File: config.mk
export PLATFORM = sky130hd
export DESIGN_NAME = ptw_step_unit
export DESIGN_NICKNAME = d
export VERILOG_FILES = /design/src/rtl/ptw_step_pkg.sv /design/src/rtl/ptw_dir_calc.sv /design/src/rtl/ptw_pte_calc.sv /design/src/rtl/ptw_step_unit.sv
export SDC_FILE = /design/constraint.sdc
export NUM_CORES = 1
export LEC_CHECK = 0
export CORE_ASPECT_RATIO = 1.1
export CORE_UTILIZATION = 30
export CTS_CLUSTER_SIZE = 24
export DETAILED_ROUTE_END_ITERATION = 10
export PLACE_DENSITY_LB_ADDON = 0.08
export SETUP_SLACK_MARGIN = 0.2
export SLEW_MARGIN = 20
export SYNTH_ARGS = -nofsm -noshare
export SYNTH_HDL_FRONTEND = slang
export SYNTH_HIERARCHICAL = 1
export SYNTH_SLANG_ARGS = --single-unit
File: constraint.sdc
create_clock -name clk -period 17.7 [get_ports clk]
set_clock_uncertainty 0.15 [all_clocks]
set_input_delay 2.655 -clock clk [delete_from_list [all_inputs] [get_ports clk]]
set_output_delay 2.655 -clock clk [all_outputs]
set_load 0.02 [all_outputs]
File: src/rtl/ptw_step_pkg.sv
package ptw_step_pkg;
  localparam int unsigned WORD_W = 64;

  typedef enum logic [1:0] {
    ST_IDLE = 2'd0,
    ST_REQ  = 2'd1,
    ST_WAIT = 2'd2
  } ptw_state_e;
endpackage

File: src/rtl/ptw_dir_calc.sv
module ptw_dir_calc #(
  parameter int unsigned PA_W     = 48,
  parameter int unsigned VA_W     = 48,
  parameter int unsigned NUM_LVL  = 4,
  parameter int unsigned SH_W     = 6,
  parameter int unsigned LVL_IN_W = 3,
  parameter int unsigned HUGE_BIT = 6,
  parameter int unsigned LVL_LSB  = 13,
  parameter int unsigned LVL_W    = 2
) (
  input  logic [ptw_step_pkg::WORD_W-1:0] base,
  input  logic [LVL_IN_W-1:0]             level,
  input  logic [VA_W-1:0]                 badv,
  input  logic [NUM_LVL*SH_W-1:0]         cfg_shift,
  input  logic [NUM_LVL*SH_W-1:0]         cfg_width,
  output logic                            bypass,
  output logic [ptw_step_pkg::WORD_W-1:0] bypass_val,
  output logic [ptw_step_pkg::WORD_W-1:0] rd_addr
);
  localparam int unsigned W     = ptw_step_pkg::WORD_W;
  localparam int unsigned SEL_W = (NUM_LVL > 1) ? $clog2(NUM_LVL) : 1;
  localparam logic [W-1:0] PA_MASK = {{(W-PA_W){1'b0}}, {PA_W{1'b1}}};
  localparam logic [LVL_IN_W-1:0] LVL_MAX = LVL_IN_W'(NUM_LVL);

  logic             lvl_ok;
  logic             huge;
  logic [SEL_W-1:0] sel;
  logic [SH_W-1:0]  shift;
  logic [SH_W-1:0]  width;
  logic [W-1:0]     idx;

  always_comb begin
    lvl_ok = (level != '0) && (level <= LVL_MAX);
    huge   = base[HUGE_BIT];
    sel    = SEL_W'(level - 1'b1);
    shift  = cfg_shift[int'(sel)*SH_W +: SH_W];
    width  = cfg_width[int'(sel)*SH_W +: SH_W];
    idx    = (W'(badv) >> shift) & ~({W{1'b1}} << width);
    rd_addr = (base & PA_MASK) | (idx << 3);

    bypass     = !lvl_ok || huge;
    bypass_val = base;
    if (lvl_ok && huge && (level != LVL_MAX) &&
        (base[LVL_LSB +: LVL_W] == '0)) begin
      bypass_val[LVL_LSB +: LVL_W] = level[LVL_W-1:0];
    end
  end
endmodule

File: src/rtl/ptw_pte_calc.sv
module ptw_pte_calc #(
  parameter int unsigned PA_W     = 48,
  parameter int unsigned VA_W     = 48,
  parameter int unsigned NUM_LVL  = 4,
  parameter int unsigned SH_W     = 6,
  parameter int unsigned HUGE_BIT = 6,
  parameter int unsigned GLB_BIT  = 6,
  parameter int unsigned HGLB_BIT = 12,
  parameter int unsigned LVL_LSB  = 13,
  parameter int unsigned LVL_W    = 2
) (
  input  logic [ptw_step_pkg::WORD_W-1:0] base,
  input  logic                            odd,
  input  logic [VA_W-1:0]                 badv,
  input  logic [NUM_LVL*SH_W-1:0]         cfg_shift,
  input  logic [NUM_LVL*SH_W-1:0]         cfg_width,
  input  logic [SH_W-1:0]                 pte_shift,
  input  logic [SH_W-1:0]                 pte_width,
  output logic                            huge,
  output logic [ptw_step_pkg::WORD_W-1:0] huge_val,
  output logic [ptw_step_pkg::WORD_W-1:0] rd_addr,
  output logic [SH_W-1:0]                 ps_out
);
  localparam int unsigned W     = ptw_step_pkg::WORD_W;
  localparam int unsigned SEL_W = (NUM_LVL > 1) ? $clog2(NUM_LVL) : 1;
  localparam logic [W-1:0] PA_MASK = {{(W-PA_W){1'b0}}, {PA_W{1'b1}}};

  logic [W-1:0]     b;
  logic [LVL_W-1:0] rec_lvl;
  logic [LVL_W-1:0] lvl_m1;
  logic [SEL_W-1:0] sel;
  logic [SH_W-1:0]  huge_ps;
  logic [W-1:0]     split;
  logic [W-1:0]     pti;
  logic [W-1:0]     offs;

  always_comb begin
    b       = base & PA_MASK;
    huge    = b[HUGE_BIT];
    rec_lvl = b[LVL_LSB +: LVL_W];
    lvl_m1  = (rec_lvl == '0) ? '0 : rec_lvl - 1'b1;
    sel     = SEL_W'(lvl_m1);
    huge_ps = cfg_shift[int'(sel)*SH_W +: SH_W] +
              cfg_width[int'(sel)*SH_W +: SH_W] - 1'b1;

    split = b;
    split[LVL_LSB +: LVL_W] = '0;
    split[HUGE_BIT]         = 1'b0;
    if (b[HGLB_BIT]) begin
      split[HGLB_BIT] = 1'b0;
      split[GLB_BIT]  = 1'b1;
    end
    huge_val = odd ? (split + ({{(W-1){1'b0}}, 1'b1} << huge_ps)) : split;

    pti     = (W'(badv) >> pte_shift) & ~({W{1'b1}} << pte_width);
    pti[0]  = 1'b0;
    offs    = odd ? ((pti + 1'b1) << 3) : (pti << 3);
    rd_addr = b | offs;
    ps_out  = huge ? huge_ps : pte_shift;
  end
endmodule

File: src/rtl/ptw_step_unit.sv
module ptw_step_unit #(
  parameter int unsigned PA_W     = 48,
  parameter int unsigned VA_W     = 48,
  parameter int unsigned NUM_LVL  = 4,
  parameter int unsigned SH_W     = 6,
  parameter int unsigned LVL_IN_W = 3,
  parameter int unsigned HUGE_BIT = 6,
  parameter int unsigned GLB_BIT  = 6,
  parameter int unsigned HGLB_BIT = 12,
  parameter int unsigned LVL_LSB  = 13,
  parameter int unsigned LVL_W    = 2
) (
  input  logic                    clk,
  input  logic                    rst_n,
  input  logic                    cmd_valid,
  output logic                    cmd_ready,
  input  logic                    cmd_is_pte,
  input  logic [63:0]             cmd_base,
  input  logic [LVL_IN_W-1:0]     cmd_level,
  input  logic                    cmd_odd,
  input  logic [VA_W-1:0]         refill_badv,
  input  logic [NUM_LVL*SH_W-1:0] cfg_dir_shift,
  input  logic [NUM_LVL*SH_W-1:0] cfg_dir_width,
  input  logic [SH_W-1:0]         cfg_pte_shift,
  input  logic [SH_W-1:0]         cfg_pte_width,
  output logic                    mem_req_valid,
  input  logic                    mem_req_ready,
  output logic [63:0]             mem_req_addr,
  input  logic                    mem_rsp_valid,
  input  logic [63:0]             mem_rsp_data,
  output logic                    step_done,
  output logic [63:0]             step_result,
  output logic [63:0]             refill_lo0,
  output logic [63:0]             refill_lo1,
  output logic [SH_W-1:0]         refill_ps
);
  import ptw_step_pkg::*;
  localparam int unsigned W = WORD_W;
  localparam logic [W-1:0] PA_MASK = {{(W-PA_W){1'b0}}, {PA_W{1'b1}}};

  ptw_state_e      state_q;
  logic [W-1:0]    addr_q;
  logic            is_pte_q;
  logic            odd_q;
  logic [SH_W-1:0] ps_q;
  logic            done_q;
  logic [W-1:0]    result_q;
  logic [W-1:0]    lo0_q;
  logic [W-1:0]    lo1_q;
  logic [SH_W-1:0] rps_q;

  logic            dir_bypass;
  logic [W-1:0]    dir_bypass_val;
  logic [W-1:0]    dir_addr;
  logic            pte_huge;
  logic [W-1:0]    pte_huge_val;
  logic [W-1:0]    pte_addr;
  logic [SH_W-1:0] pte_ps;
  logic            accept;
  logic [W-1:0]    rsp_masked;

  ptw_dir_calc #(
    .PA_W(PA_W), .VA_W(VA_W), .NUM_LVL(NUM_LVL), .SH_W(SH_W),
    .LVL_IN_W(LVL_IN_W), .HUGE_BIT(HUGE_BIT), .LVL_LSB(LVL_LSB), .LVL_W(LVL_W)
  ) dir_i (
    .base(cmd_base), .level(cmd_level), .badv(refill_badv),
    .cfg_shift(cfg_dir_shift), .cfg_width(cfg_dir_width),
    .bypass(dir_bypass), .bypass_val(dir_bypass_val), .rd_addr(dir_addr)
  );

  ptw_pte_calc #(
    .PA_W(PA_W), .VA_W(VA_W), .NUM_LVL(NUM_LVL), .SH_W(SH_W),
    .HUGE_BIT(HUGE_BIT), .GLB_BIT(GLB_BIT), .HGLB_BIT(HGLB_BIT),
    .LVL_LSB(LVL_LSB), .LVL_W(LVL_W)
  ) pte_i (
    .base(cmd_base), .odd(cmd_odd), .badv(refill_badv),
    .cfg_shift(cfg_dir_shift), .cfg_width(cfg_dir_width),
    .pte_shift(cfg_pte_shift), .pte_width(cfg_pte_width),
    .huge(pte_huge), .huge_val(pte_huge_val), .rd_addr(pte_addr), .ps_out(pte_ps)
  );

  assign cmd_ready     = (state_q == ST_IDLE);
  assign accept        = cmd_valid && cmd_ready;
  assign mem_req_valid = (state_q == ST_REQ);
  assign mem_req_addr  = addr_q;
  assign rsp_masked    = mem_rsp_data & PA_MASK;
  assign step_done     = done_q;
  assign step_result   = result_q;
  assign refill_lo0    = lo0_q;
  assign refill_lo1    = lo1_q;
  assign refill_ps     = rps_q;

  always_ff @(posedge clk) begin
    if (!rst_n) begin
      state_q  <= ST_IDLE;
      addr_q   <= '0;
      is_pte_q <= 1'b0;
      odd_q    <= 1'b0;
      ps_q     <= '0;
      done_q   <= 1'b0;
      result_q <= '0;
      lo0_q    <= '0;
      lo1_q    <= '0;
      rps_q    <= '0;
    end else begin
      done_q <= 1'b0;
      unique case (state_q)
        ST_IDLE: begin
          if (accept) begin
            is_pte_q <= cmd_is_pte;
            odd_q    <= cmd_odd;
            ps_q     <= pte_ps;
            if (!cmd_is_pte) begin
              if (dir_bypass) begin
                done_q   <= 1'b1;
                result_q <= dir_bypass_val;
              end else begin
                addr_q  <= dir_addr;
                state_q <= ST_REQ;
              end
            end else if (pte_huge) begin
              done_q   <= 1'b1;
              result_q <= pte_huge_val;
              rps_q    <= pte_ps;
              if (cmd_odd) lo1_q <= pte_huge_val;
              else         lo0_q <= pte_huge_val;
            end else begin
              addr_q  <= pte_addr;
              state_q <= ST_REQ;
            end
          end
        end
        ST_REQ: begin
          if (mem_req_ready) state_q <= ST_WAIT;
        end
        ST_WAIT: begin
          if (mem_rsp_valid) begin
            done_q   <= 1'b1;
            result_q <= rsp_masked;
            state_q  <= ST_IDLE;
            if (is_pte_q) begin
              rps_q <= ps_q;
              if (odd_q) lo1_q <= rsp_masked;
              else       lo0_q <= rsp_masked;
            end
          end
        end
        default: state_q <= ST_IDLE;
      endcase
    end
  end
endmodule

==> flow_metrics.py <==
metrics = {
    "pwr": {
        "clockPowerShare_pct": 31.8,
        "leakagePower_nw": 12.3,
        "power.density_mw_per_mm2": 80.3,
        "netSwitchingFraction_pct": 39.2,
        "p_int_mw": 1.46,
        "ir_drop_mv": 0.0640,
        "power_frac_comb_pct": 40.4,
        "p_seq_share_pct": 27.8,
        "p_switching_mw": 0.939,
    },
    "synth": {
        "ys_seq_area_share_pct": 22.8,
        "synth-edff-count": 0,
        "synth_area_per_cell_um2": 8.08,
        "synth.distinct_cells": 94,
        "synth_cells": 2965,
        "ys_seq_elements": 273,
        "ys.flop_type": "dfxtp_1",
        "netlist_area_mm2": 0.0240,
        "async_reset_ff_share_pct": 0,
        "yosys_warnings": 6,
    },
    "flow_run": {
        "max-cap-violations": 0,
    },
    "floorplanning": {
        "coreArea_mm2": 0.0789,
        "die_h_um": 298,
        "die_x_um": 271,
        "start_util_pct": 30.4,
        "rows": 108,
        "boundaryPins": 511,
        "dieArea_mm2": 0.0810,
    },
    "setup_path": {
        "crit_path_max_fanout": 17,
        "reg2reg_slack_ns": 14.27,
        "timing.rr.start": "state_q[0]",
        "crit_path_start_kind": "input pin",
        "r2r-end": "mem_req_addr[3]",
        "r2r_cells": 5,
        "critPathArrivalTime_ns": 9.55,
        "critPathRequiredTime_ns": 18.02,
        "crit_path_end_kind": "register",
        "setup.worst_path.class": "in -> reg",
    },
    "cts": {
        "htree_levels": 2,
        "cts_tree": "yes",
        "clkSlewWorstSetupHoldPaths_ns": 0.06,
        "cts_hold_buf": 0,
        "cts_buffers": 35,
        "post_cts_buffers": 0,
        "ctsResizeCount": 0,
        "cts.sinks": 273,
        "clk_path_buf_depth": 3,
        "clk_latency_ns": 0.55,
        "root_buffer": "clkbuf_16",
    },
    "route": {
        "viasPerCell": 5.59,
        "ant_nets": 0,
        "drt_iter0_markers": 1949,
        "drc_errors": 0,
        "vias": 23957,
        "first_pass_iters": 6,
        "post_drt_wl_per_cell_um": 26.7,
        "routed_wl_um": 115000,
    },
    "sta": {
        "relSlewSlack_pct": 24.0,
        "maxSlewViolCount": 0,
        "rsz0062_at_grt": "false",
        "setup_violations": 0,
        "setup_tns_ns": 0,
        "min_period_ns": 9.22,
        "worst_pin_slew_ns": 1.14,
        "hold_viol": 0,
        "period_share_pct": 52.1,
        "clock.fmax_mhz": 108,
        "holdWs_ns": 0.296,
    },
    "outcome": {
        "outcome": "complete, no violations",
    },
    "finish": {
        "drive_gt1_share_pct": 8.74,
        "nNetsFinal": 3516,
        "seq_area_mm2": 0.00547,
        "instances_no_fill": 4285,
        "multi_input_area_mm2": 0.0165,
        "area_delta_synth_final_pct": 24.7,
        "n_fill_cell": 8175,
    },
    "global_routing": {
        "grt_max_degree": 224,
        "grt_pass1_wl_um": 164000,
        "overflow": 0,
        "grt.total_usage_pct": 27.2,
        "antenna_found_initial": 3,
        "grt_pass1_vias": 22968,
    },
    "place": {
        "gp_congestion": 0.970,
        "io_buffers": 494,
        "dp_hpwl_um": 88300,
        "dp.cells": 4219,
    },
    "hold_path": {
        "min_path_type": "reg -> reg",
        "min_to": "step_result[13]",
        "hp-start": "step_result[13]",
        "whs_path_depth": 2,
    },
}
[power by group through the flow]
stage | combinational (mW) | sequential (mW) | clock (mW)
6_report | 0.968 | 0.667 | 0.763
5_1_grt | 1.02 | 0.671 | 0.809
4_1_cts | 0.955 | 0.667 | 0.787
3_5_place_dp | 0.950 | 0.681 | 0
3_3_place_gp | 0.948 | 0.679 | 0
2_1_floorplan | 0.549 | 0.715 | 0
[state kept, by name (all words and copies together) (netlist names)]
name	flops
is_pte_q	1
refill_lo1	64
refill_lo0	64
mem_req_addr	64
step_done	1
odd_q	1
refill_ps	6
state_q	2
step_result	64
ps_q	6
[cells in the mapped netlist (10+ instances only)]
| master | number | share of area, % |
|---|---|---|
| a31oi_1 | 13 | 0.34 |
| o2111ai_1 | 49 | 1.8 |
| mux2_2 | 82 | 3.9 |
| o22ai_1 | 17 | 0.44 |
| and2_1 | 13 | 0.34 |
| nand2_1 | 433 | 6.8 |
| inv_1 | 37 | 0.58 |
| mux2i_1 | 289 | 12 |
| xor2_1 | 13 | 0.48 |
| nor3_1 | 33 | 0.69 |
| or2_2 | 10 | 0.26 |
| mux4_2 | 49 | 4.6 |
| o21ai_1 | 168 | 3.5 |
| ha_1 | 57 | 3.0 |
| mux2_1 | 43 | 2.0 |
| buf_4 | 122 | 3.8 |
| nand2b_1 | 18 | 0.47 |
| a21oi_1 | 105 | 2.2 |
| buf_6 | 13 | 0.61 |
| buf_2 | 65 | 1.4 |
| nor2b_1 | 17 | 0.44 |
| a21boi_1 | 11 | 0.34 |
| a21boi_0 | 14 | 0.44 |
| a31o_2 | 19 | 0.69 |
| o21ai_0 | 95 | 2.0 |
| a211oi_1 | 27 | 0.85 |
| o21bai_1 | 28 | 0.88 |
| nand3_1 | 196 | 4.1 |
| xnor2_1 | 20 | 0.73 |
| o31ai_1 | 11 | 0.34 |
| a21o_1 | 41 | 1.3 |
| clkbuf_1 | 123 | 1.9 |
| a22oi_1 | 21 | 0.66 |
| o211a_1 | 71 | 3.0 |
| o211ai_1 | 11 | 0.34 |
| and3_1 | 16 | 0.42 |
| a211o_1 | 10 | 0.37 |
| buf_1 | 18 | 0.28 |
| dfxtp_1 | 273 | 23 |
| nor2_1 | 161 | 2.5 |
[worst max path at each step]
| stage | endpoint | slack, ns | cells past startpoint | startpoint |
|---|---|---|---|---|
| after global placement | step_result[43] | 8.05 | 26 | cmd_base[13] |
| after detailed placement | step_result[43] | 7.95 | 26 | cmd_base[13] |
| after global routing | step_result[43] | 7.85 | 26 | cmd_base[13] |
| final | step_result[43] | 8.48 | 26 | cmd_base[13] |
| after floorplan | refill_lo1[45] | 9.66 | 28 | cmd_base[13] |
| after CTS | step_result[43] | 8.50 | 26 | cmd_base[13] |
[worst max-delay path, stage by stage]
cell and delay [ns]:
clkdlybuf4s50_1 0.45, buf_4 0.32, mux2i_1 0.24, nand2_1 0.06
o21ai_0 0.15, ha_1 0.30, inv_1 0.08, ha_1 0.30
a21oi_1 0.25, o21bai_1 0.17, a21oi_1 0.21, xor2_1 0.33
nand2b_1 0.60, nor2_1 0.19, ha_1 0.45, and3_1 0.30
o211ai_1 0.12, o211ai_1 0.23, a22oi_4 0.19, o211ai_2 0.36
nand2_1 0.09, o311ai_0 0.81, mux2i_1 0.17, nand2_1 0.11
o2111ai_1 0.21, o21ai_1 0.16
[cell usage in the layout, fill, tap and decap left out, types with 14 or more instances in the layout]
master | Yosys | final
o2111ai_1 | 49 | 49
nor3_1 | 33 | 32
buf_4 | 122 | 36
xnor2_1 | 20 | 20
ha_1 | 57 | 57
clkbuf_16 | 0 | 35
o211a_1 | 71 | 71
nor2b_1 | 17 | 16
and3_1 | 16 | 16
o21bai_1 | 28 | 28
mux2_2 | 82 | 82
o22ai_1 | 17 | 17
nand2_1 | 433 | 433
nand3_1 | 196 | 196
mux2_1 | 43 | 43
mux2i_1 | 289 | 289
a211oi_1 | 27 | 27
clkdlybuf4s50_1 | 0 | 488
conb_1 | 2 | 26
dfxtp_1 | 273 | 273
o21ai_1 | 168 | 168
a21oi_1 | 105 | 105
nor2_1 | 161 | 161
a21o_1 | 41 | 41
a21boi_0 | 14 | 14
a22oi_1 | 21 | 21
mux4_2 | 49 | 49
inv_1 | 37 | 37
a31o_2 | 19 | 19
nand2b_1 | 18 | 17
o21ai_0 | 95 | 95
[metrics by stage]
step                      total power, mW  area (um^2)  setup WS (ns)  utilization [%]
after floorplan                      1.26        24100           9.66                -
after global placement               1.63        28600           8.05             36.3
after detailed placement             1.63        28600           7.95             36.3
after CTS                            2.41        29900           8.50             37.8
after global routing                 2.50        29900           7.85             37.9
final                                2.40        29900           8.48             37.9
[cell type report]
cell class	instances	share of cell area (%)
Antenna cell	2	0.0168
Clock buffer	45	3.19
Clock inverter	18	0.900
Inverter	39	0.490
Multi-Input combinational cell	2331	55.2
Sequential cell	273	18.3
Tap cell	1045	4.38
Timing Repair Buffer	532	17.5
[layer usage]
| layer | share of wire (%) | global-route usage, % |
|---|---|---|
| met2 | 47 | 45.2 |
| met4 | 4.3 | 10.9 |
| met3 | 4.9 | 3.15 |
| met1 | 44 | 35.6 |
| met5 | 0 | 0 |
[cell families (layout without fill, tap and decap cells)]
logic type	count (synthesis)	count (layout)	share of synthesized area (%)
other	2	28	0.0313
xor gates and xnor gates	34	34	1.30
muxes	474	474	23.6
and+or+nand+nor	939	939	17.4
AOI/OAI and AO/OA	800	800	22.9
DFF	273	273	22.8
buffers and inverters	385	634	8.84
adders and majority gates	58	58	3.06
(Power assumes the default switching activity.)
